## config.mk

```make
export PLATFORM = sky130hd
export DESIGN_NAME = chan_loop_ctrl
export DESIGN_NICKNAME = d
export VERILOG_FILES = /design/src/rtl/chan_loop_pkg.sv /design/src/rtl/chan_mode_ctrl.sv /design/src/rtl/chan_tclk_mon.sv /design/src/rtl/chan_steer.sv /design/src/rtl/chan_loop_ctrl.sv
export SDC_FILE = /design/constraint.sdc
export NUM_CORES = 1
export LEC_CHECK = 0
export BUFFER_PORTS_ARGS = -buffer_cell sky130_fd_sc_hd__buf_4
export CAP_MARGIN = 30
export CORE_MARGIN = 2
export CORE_UTILIZATION = 45
export DETAILED_ROUTE_END_ITERATION = 8
export PLACE_DENSITY = 0.69
export SETUP_SLACK_MARGIN = 0.3
export SLEW_MARGIN = 10
export SYNTH_ARGS = -nofsm -noshare
export SYNTH_HDL_FRONTEND = slang
export SYNTH_SLANG_ARGS = --single-unit
```

## constraint.sdc

```tcl
create_clock -name clk -period 3.45 [get_ports clk]
set_clock_uncertainty 0.05 [all_clocks]
set_input_delay 0.345 -clock clk [delete_from_list [all_inputs] [get_ports clk]]
set_output_delay 0.345 -clock clk [all_outputs]
set_load 0.05 [all_outputs]
```

## src/rtl/chan_loop_pkg.sv

```systemverilog
package chan_loop_pkg;

    typedef enum logic [2:0] {
        M_PWRDN  = 3'd0,
        M_NORMAL = 3'd1,
        M_LOCAL  = 3'd2,
        M_REMOTE = 3'd3,
        M_DUAL   = 3'd4
    } chan_mode_e;

    typedef enum logic {
        TC_LOST   = 1'b0,
        TC_ACTIVE = 1'b1
    } tclk_state_e;

    // Last member is bit 0.
    typedef struct packed {
        logic sq_dis;
        logic pwr_dn;
        logic pol_keep;
        logic rem_lb;
        logic loc_lb;
    } chan_cfg_t;

    localparam int CFG_W = $bits(chan_cfg_t);

    localparam chan_cfg_t CFG_RESET = '{
        sq_dis:   1'b0,
        pwr_dn:   1'b1,
        pol_keep: 1'b1,
        rem_lb:   1'b0,
        loc_lb:   1'b0
    };

endpackage

```

## src/rtl/chan_mode_ctrl.sv

```systemverilog
module chan_mode_ctrl
    import chan_loop_pkg::*;
(
    input  logic                 clk,
    input  logic                 rst_n,
    input  logic                 cfg_we,
    input  logic [CFG_W-1:0]     cfg_wdata,
    output chan_cfg_t            cfg_o,
    output chan_mode_e           mode_o
);

    chan_cfg_t  cfg_q;
    chan_mode_e mode_q, mode_d;

    always_ff @(posedge clk or negedge rst_n) begin
        if (!rst_n)      cfg_q <= CFG_RESET;
        else if (cfg_we) cfg_q <= chan_cfg_t'(cfg_wdata);
    end

    always_ff @(posedge clk or negedge rst_n) begin
        if (!rst_n) mode_q <= M_PWRDN;
        else        mode_q <= mode_d;
    end

    always_comb begin
        mode_d = mode_q;
        if (cfg_q.pwr_dn) begin
            mode_d = M_PWRDN;
        end else begin
            unique case ({cfg_q.rem_lb, cfg_q.loc_lb})
                2'b00: mode_d = M_NORMAL;
                2'b01: mode_d = M_LOCAL;
                2'b10: mode_d = M_REMOTE;
                2'b11: mode_d = M_DUAL;
            endcase
        end
    end

    assign cfg_o  = cfg_q;
    assign mode_o = mode_q;

    p_cfg_load_r11: assert property (@(posedge clk) disable iff (!rst_n)
        cfg_we |=> (cfg_q == chan_cfg_t'($past(cfg_wdata))));

    p_pwrdn_mode_r9: assert property (@(posedge clk) disable iff (!rst_n)
        cfg_q.pwr_dn |=> (mode_q == M_PWRDN));

endmodule

```

## src/rtl/chan_tclk_mon.sv

```systemverilog
module chan_tclk_mon
    import chan_loop_pkg::*;
#(
    parameter int TCLK_TIMEOUT = 16
) (
    input  logic clk,
    input  logic rst_n,
    input  logic tclk_in,
    output logic lost_o
);

    localparam int CW = (TCLK_TIMEOUT > 2) ? $clog2(TCLK_TIMEOUT) : 1;
    localparam logic [CW-1:0] LIM = CW'(TCLK_TIMEOUT - 1);

    logic [2:0]    samp_q;
    logic          edge_det;
    logic [CW-1:0] cnt_q, cnt_d;
    tclk_state_e   st_q, st_d;

    always_ff @(posedge clk or negedge rst_n) begin
        if (!rst_n) samp_q <= '0;
        else        samp_q <= {samp_q[1:0], tclk_in};
    end

    assign edge_det = samp_q[1] & ~samp_q[2];

    always_comb begin
        if (edge_det)        cnt_d = '0;
        else if (cnt_q < LIM) cnt_d = cnt_q + 1'b1;
        else                 cnt_d = cnt_q;
    end

    always_comb begin
        st_d = st_q;
        unique case (st_q)
            TC_ACTIVE: if (!edge_det && cnt_q == LIM) st_d = TC_LOST;
            TC_LOST:   if (edge_det)                  st_d = TC_ACTIVE;
        endcase
    end

    always_ff @(posedge clk or negedge rst_n) begin
        if (!rst_n) begin
            cnt_q <= LIM;
            st_q  <= TC_LOST;
        end else begin
            cnt_q <= cnt_d;
            st_q  <= st_d;
        end
    end

    assign lost_o = (st_q == TC_LOST);

    p_edge_clears_r7: assert property (@(posedge clk) disable iff (!rst_n)
        edge_det |=> !lost_o);

    p_loss_needs_quiet_r7: assert property (@(posedge clk) disable iff (!rst_n)
        $rose(lost_o) |-> !$past(edge_det));

    p_cnt_bound_r7: assert property (@(posedge clk) disable iff (!rst_n)
        cnt_q <= LIM);

endmodule

```

## src/rtl/chan_steer.sv

```systemverilog
module chan_steer
    import chan_loop_pkg::*;
(
    input  logic       clk,
    input  logic       rst_n,
    input  chan_cfg_t  cfg_i,
    input  chan_mode_e mode_i,
    input  logic       tclk_lost_i,
    input  logic       sys_tx_pos_i,
    input  logic       sys_tx_neg_i,
    input  logic       sys_tx_clk_i,
    input  logic       rec_pos_i,
    input  logic       rec_neg_i,
    input  logic       rec_clk_i,
    input  logic       los_in_i,
    output logic       line_pos_o,
    output logic       line_neg_o,
    output logic       sys_rx_pos_o,
    output logic       sys_rx_neg_o,
    output logic       sys_rx_clk_o,
    output logic       los_o
);

    logic remote_src, local_src, pwrdn, line_kill, los_d, squelch;
    logic src_p, src_n, lp_d, ln_d;
    logic rp_d, rn_d, rc_d;

    always_comb begin
        pwrdn      = (mode_i == M_PWRDN);
        remote_src = (mode_i == M_REMOTE) || (mode_i == M_DUAL);
        local_src  = (mode_i == M_LOCAL)  || (mode_i == M_DUAL);

        src_p = remote_src ? rec_pos_i : sys_tx_pos_i;
        src_n = remote_src ? rec_neg_i : sys_tx_neg_i;
        line_kill = pwrdn || (!remote_src && tclk_lost_i);
        if (line_kill) begin
            lp_d = 1'b0;
            ln_d = 1'b0;
        end else if (cfg_i.pol_keep) begin
            lp_d = src_p;
            ln_d = src_n;
        end else begin
            lp_d = src_n;
            ln_d = src_p;
        end

        los_d   = los_in_i || pwrdn;
        squelch = los_d && !cfg_i.sq_dis;
        if (squelch) begin
            rp_d = 1'b0;
            rn_d = 1'b0;
            rc_d = 1'b0;
        end else if (local_src) begin
            rp_d = sys_tx_pos_i;
            rn_d = sys_tx_neg_i;
            rc_d = sys_tx_clk_i;
        end else begin
            rp_d = rec_pos_i;
            rn_d = rec_neg_i;
            rc_d = rec_clk_i;
        end
    end

    always_ff @(posedge clk or negedge rst_n) begin
        if (!rst_n) begin
            line_pos_o   <= 1'b0;
            line_neg_o   <= 1'b0;
            sys_rx_pos_o <= 1'b0;
            sys_rx_neg_o <= 1'b0;
            sys_rx_clk_o <= 1'b0;
            los_o        <= 1'b1;
        end else begin
            line_pos_o   <= lp_d;
            line_neg_o   <= ln_d;
            sys_rx_pos_o <= rp_d;
            sys_rx_neg_o <= rn_d;
            sys_rx_clk_o <= rc_d;
            los_o        <= los_d;
        end
    end

    p_pwrdn_out_r9: assert property (@(posedge clk) disable iff (!rst_n)
        (mode_i == M_PWRDN) |=> (los_o && !line_pos_o && !line_neg_o));

    p_squelch_r10: assert property (@(posedge clk) disable iff (!rst_n)
        (los_in_i && !cfg_i.sq_dis) |=> (!sys_rx_pos_o && !sys_rx_neg_o && !sys_rx_clk_o));

    p_tclk_zero_r8: assert property (@(posedge clk) disable iff (!rst_n)
        (tclk_lost_i && (mode_i == M_NORMAL || mode_i == M_LOCAL))
        |=> (!line_pos_o && !line_neg_o));

    p_remote_line_r5: assert property (@(posedge clk) disable iff (!rst_n)
        (mode_i == M_REMOTE && cfg_i.pol_keep) |=> (line_pos_o == $past(rec_pos_i)));

endmodule

```

## src/rtl/chan_loop_ctrl.sv

```systemverilog
module chan_loop_ctrl
    import chan_loop_pkg::*;
#(
    parameter int TCLK_TIMEOUT = 16
) (
    input  logic       clk,
    input  logic       rst_n,
    input  logic       cfg_we,
    input  logic [4:0] cfg_wdata,
    input  logic       sys_tx_pos,
    input  logic       sys_tx_neg,
    input  logic       sys_tx_clk,
    input  logic       rec_pos,
    input  logic       rec_neg,
    input  logic       rec_clk,
    input  logic       los_in,
    output logic       line_tx_pos,
    output logic       line_tx_neg,
    output logic       sys_rx_pos,
    output logic       sys_rx_neg,
    output logic       sys_rx_clk,
    output logic       los_out,
    output logic       tclk_lost
);

    chan_cfg_t  cfg;
    chan_mode_e mode;
    logic       lost;

    chan_mode_ctrl u_mode (
        .clk       (clk),
        .rst_n     (rst_n),
        .cfg_we    (cfg_we),
        .cfg_wdata (cfg_wdata),
        .cfg_o     (cfg),
        .mode_o    (mode)
    );

    chan_tclk_mon #(.TCLK_TIMEOUT(TCLK_TIMEOUT)) u_tmon (
        .clk     (clk),
        .rst_n   (rst_n),
        .tclk_in (sys_tx_clk),
        .lost_o  (lost)
    );

    chan_steer u_steer (
        .clk          (clk),
        .rst_n        (rst_n),
        .cfg_i        (cfg),
        .mode_i       (mode),
        .tclk_lost_i  (lost),
        .sys_tx_pos_i (sys_tx_pos),
        .sys_tx_neg_i (sys_tx_neg),
        .sys_tx_clk_i (sys_tx_clk),
        .rec_pos_i    (rec_pos),
        .rec_neg_i    (rec_neg),
        .rec_clk_i    (rec_clk),
        .los_in_i     (los_in),
        .line_pos_o   (line_tx_pos),
        .line_neg_o   (line_tx_neg),
        .sys_rx_pos_o (sys_rx_pos),
        .sys_rx_neg_o (sys_rx_neg),
        .sys_rx_clk_o (sys_rx_clk),
        .los_o        (los_out)
    );

    assign tclk_lost = lost;

endmodule

```

==> results <==
- Sorting the synthesized cells by area gives the leading types as sky130_fd_sc_hd__dfrtp_1, sky130_fd_sc_hd__dfstp_2, sky130_fd_sc_hd__mux2_2, sky130_fd_sc_hd__nor2_1, sky130_fd_sc_hd__o21ai_0.
- After clock tree synthesis, the clock-pin slew on the worst setup and hold paths is 110 ps.
- A synthesized cell averages 11.6 µm².
- At the worst endpoint, the arrival time is 1600 ps.
- In the final layout, the share of cells above drive strength 1 is 0.352.
- For this run, the slowest stage of the critical path takes 490 ps.
- The number of design rule violations left after detail routing is 0.
- The biggest area contributor in the post-synthesis netlist is sky130_fd_sc_hd__dfrtp_1.
- The worst path in the final design needs a cycle of 1470 ps, including I/O delays and setup.
- The net count after synthesis is 97.
- The signal on the critical path passes through or3b_1 -> o221ai_1 -> o22ai_1.
- In this run the number of H-tree levels came out at 1.
- Counting along the longest clock path gives a buffer depth of 2.
- The first global-routing pass estimated 2.79 mm of wire.
- Setup repair after global routing left no endpoint under its margin.
- Among all flip-flop cells after synthesis, the most frequent one is sky130_fd_sc_hd__dfrtp_1.
- The share of synthesized area in the top cell type comes to 0.404.
- The via density per instance is 5.11.
- The count of port buffers added during placement is 21.
- The power per cell area is 569 nW/µm².
- The flow ran to the end, and the final reports show no timing, DRC or antenna violations.
- The transition time of the tightest slew-check pin is 371 ps.
- The number of global-route vias before repair is 652.
- The height of the chip is 49.5 µm.
- The worst setup path is launched from a register.
- The slowest stage of the critical path is the sky130_fd_sc_hd__dfrtp_1 cell.
- By count the netlist is led by sky130_fd_sc_hd__dfrtp_1, sky130_fd_sc_hd__nor2_1, sky130_fd_sc_hd__dfstp_2.
- The synthesized instance count is 80.
- For this design the static power due to leakage is 0.516 nW.
- By startpoint and endpoint, the worst setup path is classified as reg -> reg.
- The clock sink total is 22.
- The number of different library cells used by synthesis comes to 24.
- The root buffer cell chosen for the clock tree is sky130_fd_sc_hd__clkbuf_4.
- In the finished design, the share of the clock period the worst path needs comes to 0.425.
- The count of flip-flops with a built-in enable after synthesis is 0.
- The filler cells instantiated in the layout total 169.
- VDD sags by at most 0.321 mV.
- The die span in x is 49.5 µm.
- The largest net degree at the start of global routing is 23.
- After synthesis the cells add up to 930 µm².
- The total overflow left after global routing is 0.
- The number of buffer and inverter stages on the critical path is 0.
- The first detailed-routing pass ran for 4 iterations.
- The number of clock buffers inserted by TritonCTS is 3.
- For this run, the number of Yosys warnings is 0.
- The register-to-register path setup slack is 1980 ps.
- Headroom to the max-slew limit came out at 0.752.
- Summed over all nets, the half-perimeter wirelength after detailed placement is 1.23 mm.
- The number of antenna violations at the first check in global routing is 0.
- From synthesis to final layout, the design area changed by 24.0%.
- In the post-synthesis netlist, the cell with the most instances is sky130_fd_sc_hd__dfrtp_1.
- During I/O placement, the number of pins put on the boundary was 22.
- In this run the core area contains 16 standard-cell rows.
- The routed length per placed instance is 12.2 µm.
- The worst setup slack before clock tree synthesis is 2010 ps.
- The number of resized instances in the post-cts repair step is 0.
- The max-slew violation total from the final report is 0.
- The cell family contributing the most delay on the critical path is flip-flops.
- The worst setup margin is 1980 ps.
- The maximum fanout count along the critical path is 12.
- The synthesized design contains 22 register bits.
- The required time of the critical path is 3580 ps.
- The highest achievable clock rate is 682 MHz.
- The routability-driven placement congestion ratio is 0.779.
- The initial detailed-routing violation count is 12.
- The starting density of the core is 0.474.
- The count of endpoints failing hold in the final timing report is 0.
- The tool flagged a number of max-cap violations equal to 0.
- The detail route stage leaves a number of antenna-violating nets equal to 0.
- The element type at the critical path end is a register.
- The number of setup violations in the final report is 0.
- Across every metal layer, demand over resource in global routing totals 0.152.
- The die covers 2450 µm².
- The total negative setup slack is 0 ps.
- The core region is 1960 µm².
- The sequential share of the synthesized area is 0.602.
- The number of buffers inserted by post-CTS setup repair is 0.
- For the worst-skew pair, the clock arrives at the later sink with an insertion delay of 290 ps.
- The clock tree from TritonCTS is done.
- The worst hold path belongs to the class in -> reg.
- The total vias in the final route is 675.
- The final routed wirelength across all metal layers is 1.60 mm.
- The final layout net count is 123.
- The number of antenna diodes in the final layout is 0.
- Counting flops with an async set or reset pin after synthesis yields a share of 1.00.
-- layout by cell type, fill, tap and decap left out, drive strengths merged --
cell type    instances
a21o                 1
a21oi                2
a31oi                1
buf                 21
clkbuf               4
dfrtp               15
dfstp                7
dlygate4sd3          1
ha                   2
inv                  2
mux2                 5
mux2i                2
nand2                4
nand2b               1
nand3                3
nand3b               1
nor2                 9
nor2b                4
nor3                 3
nor3b                3
o21ai                6
o221ai               2
o22ai                2
or2                  1
or3b                 1
xnor2                2
-- flip-flops by register name, summed over array words and instances (netlist names) --
register,count
u_tmon.cnt_q,4
u_steer.sys_rx_neg_o,1
u_mode.cfg_o,5
u_tmon.st_q,1
u_mode.mode_o,3
u_steer.sys_rx_clk_o,1
u_steer.sys_rx_pos_o,1
u_steer.line_neg_o,1
u_steer.los_o,1
u_tmon.samp_q,3
u_steer.line_pos_o,1
-- through the flow --
| stage | hold slack [ps] | cell area [µm²] | instances | util | total power [mW] |
|---|---|---|---|---|---|
| 5_1_grt | 76.6 | 1150 | 132 | 0.587 | 0.699 |
| 6_report | 111 | 1150 | 132 | 0.587 | 0.655 |
| 3_3_place_gp | 192 | 1120 | 127 | 0.569 | 0.536 |
| 3_5_place_dp | 193 | 1120 | 127 | 0.569 | 0.546 |
| 4_1_cts | 101 | 1150 | 132 | 0.587 | 0.662 |
| 2_1_floorplan | -0.591 | 930 | 80 | - | 0.482 |
-- per-layer routing --
layer,global-route usage,part of all wire,up-vias
met1,0.196,0.46,317
li1,-,-,332
met5,0,0,-
met2,0.239,0.46,24
met3,0.0606,0.073,2
met4,0.0417,0.0081,0
-- cells by family (layout without fill, tap and decap cells) --
family | count (synthesis) | in the layout | share of synthesized area
xor gates and xnor gates | 2 | 2 | 0.0188
and+or+nand+nor | 30 | 30 | 0.167
AOI/OAI and AO/OA | 14 | 14 | 0.0902
DFF | 22 | 22 | 0.602
muxes | 7 | 7 | 0.0821
adders and majority gates | 2 | 2 | 0.0269
buffers and inverters | 3 | 28 | 0.0135
-- repair_timing --
| item | CTS | global route |
|---|---|---|
| endpoints found under the setup margin | 0 | 0 |
| hold endpoints to repair | 15 | 0 |
| hold buffers | 1 | 0 |
-- worst paths after layout --
| check | start | endpoint | cells after the start |
|---|---|---|---|
| worst min-delay path | sys_tx_clk | u_tmon.samp_q[0] | 1 |
| min in group asynchronous | rst_n | u_steer.line_pos_o | 2 |
| max in group asynchronous | rst_n | u_mode.cfg_o[2] | 2 |
| worst max register to register | u_mode.mode_o[0] | u_steer.line_pos_o | 3 |
| worst min register to register | u_tmon.samp_q[0] | u_tmon.samp_q[1] | 0 |
| worst max-delay path | u_mode.mode_o[0] | u_steer.line_pos_o | 3 |
-- cell type report --
cell class / count / area (µm²) / area share
clock buffers: 4 / 26.3 / 0.0228
inverters: 2 / 7.51 / 0.00651
multi-input cells: 55 / 358 / 0.311
flip-flops and latches: 22 / 559 / 0.485
well taps: 27 / 33.8 / 0.0293
repair buffers: 22 / 168 / 0.145
-- power by group --
group | internal [mW] | total (mW) | switching, mW
clock network | 0.0450 | 0.115 | 0.0700
logic | 0.0763 | 0.185 | 0.109
registers | 0.318 | 0.355 | 0.0373
Note: power is estimated with default switching activity, not from simulation.
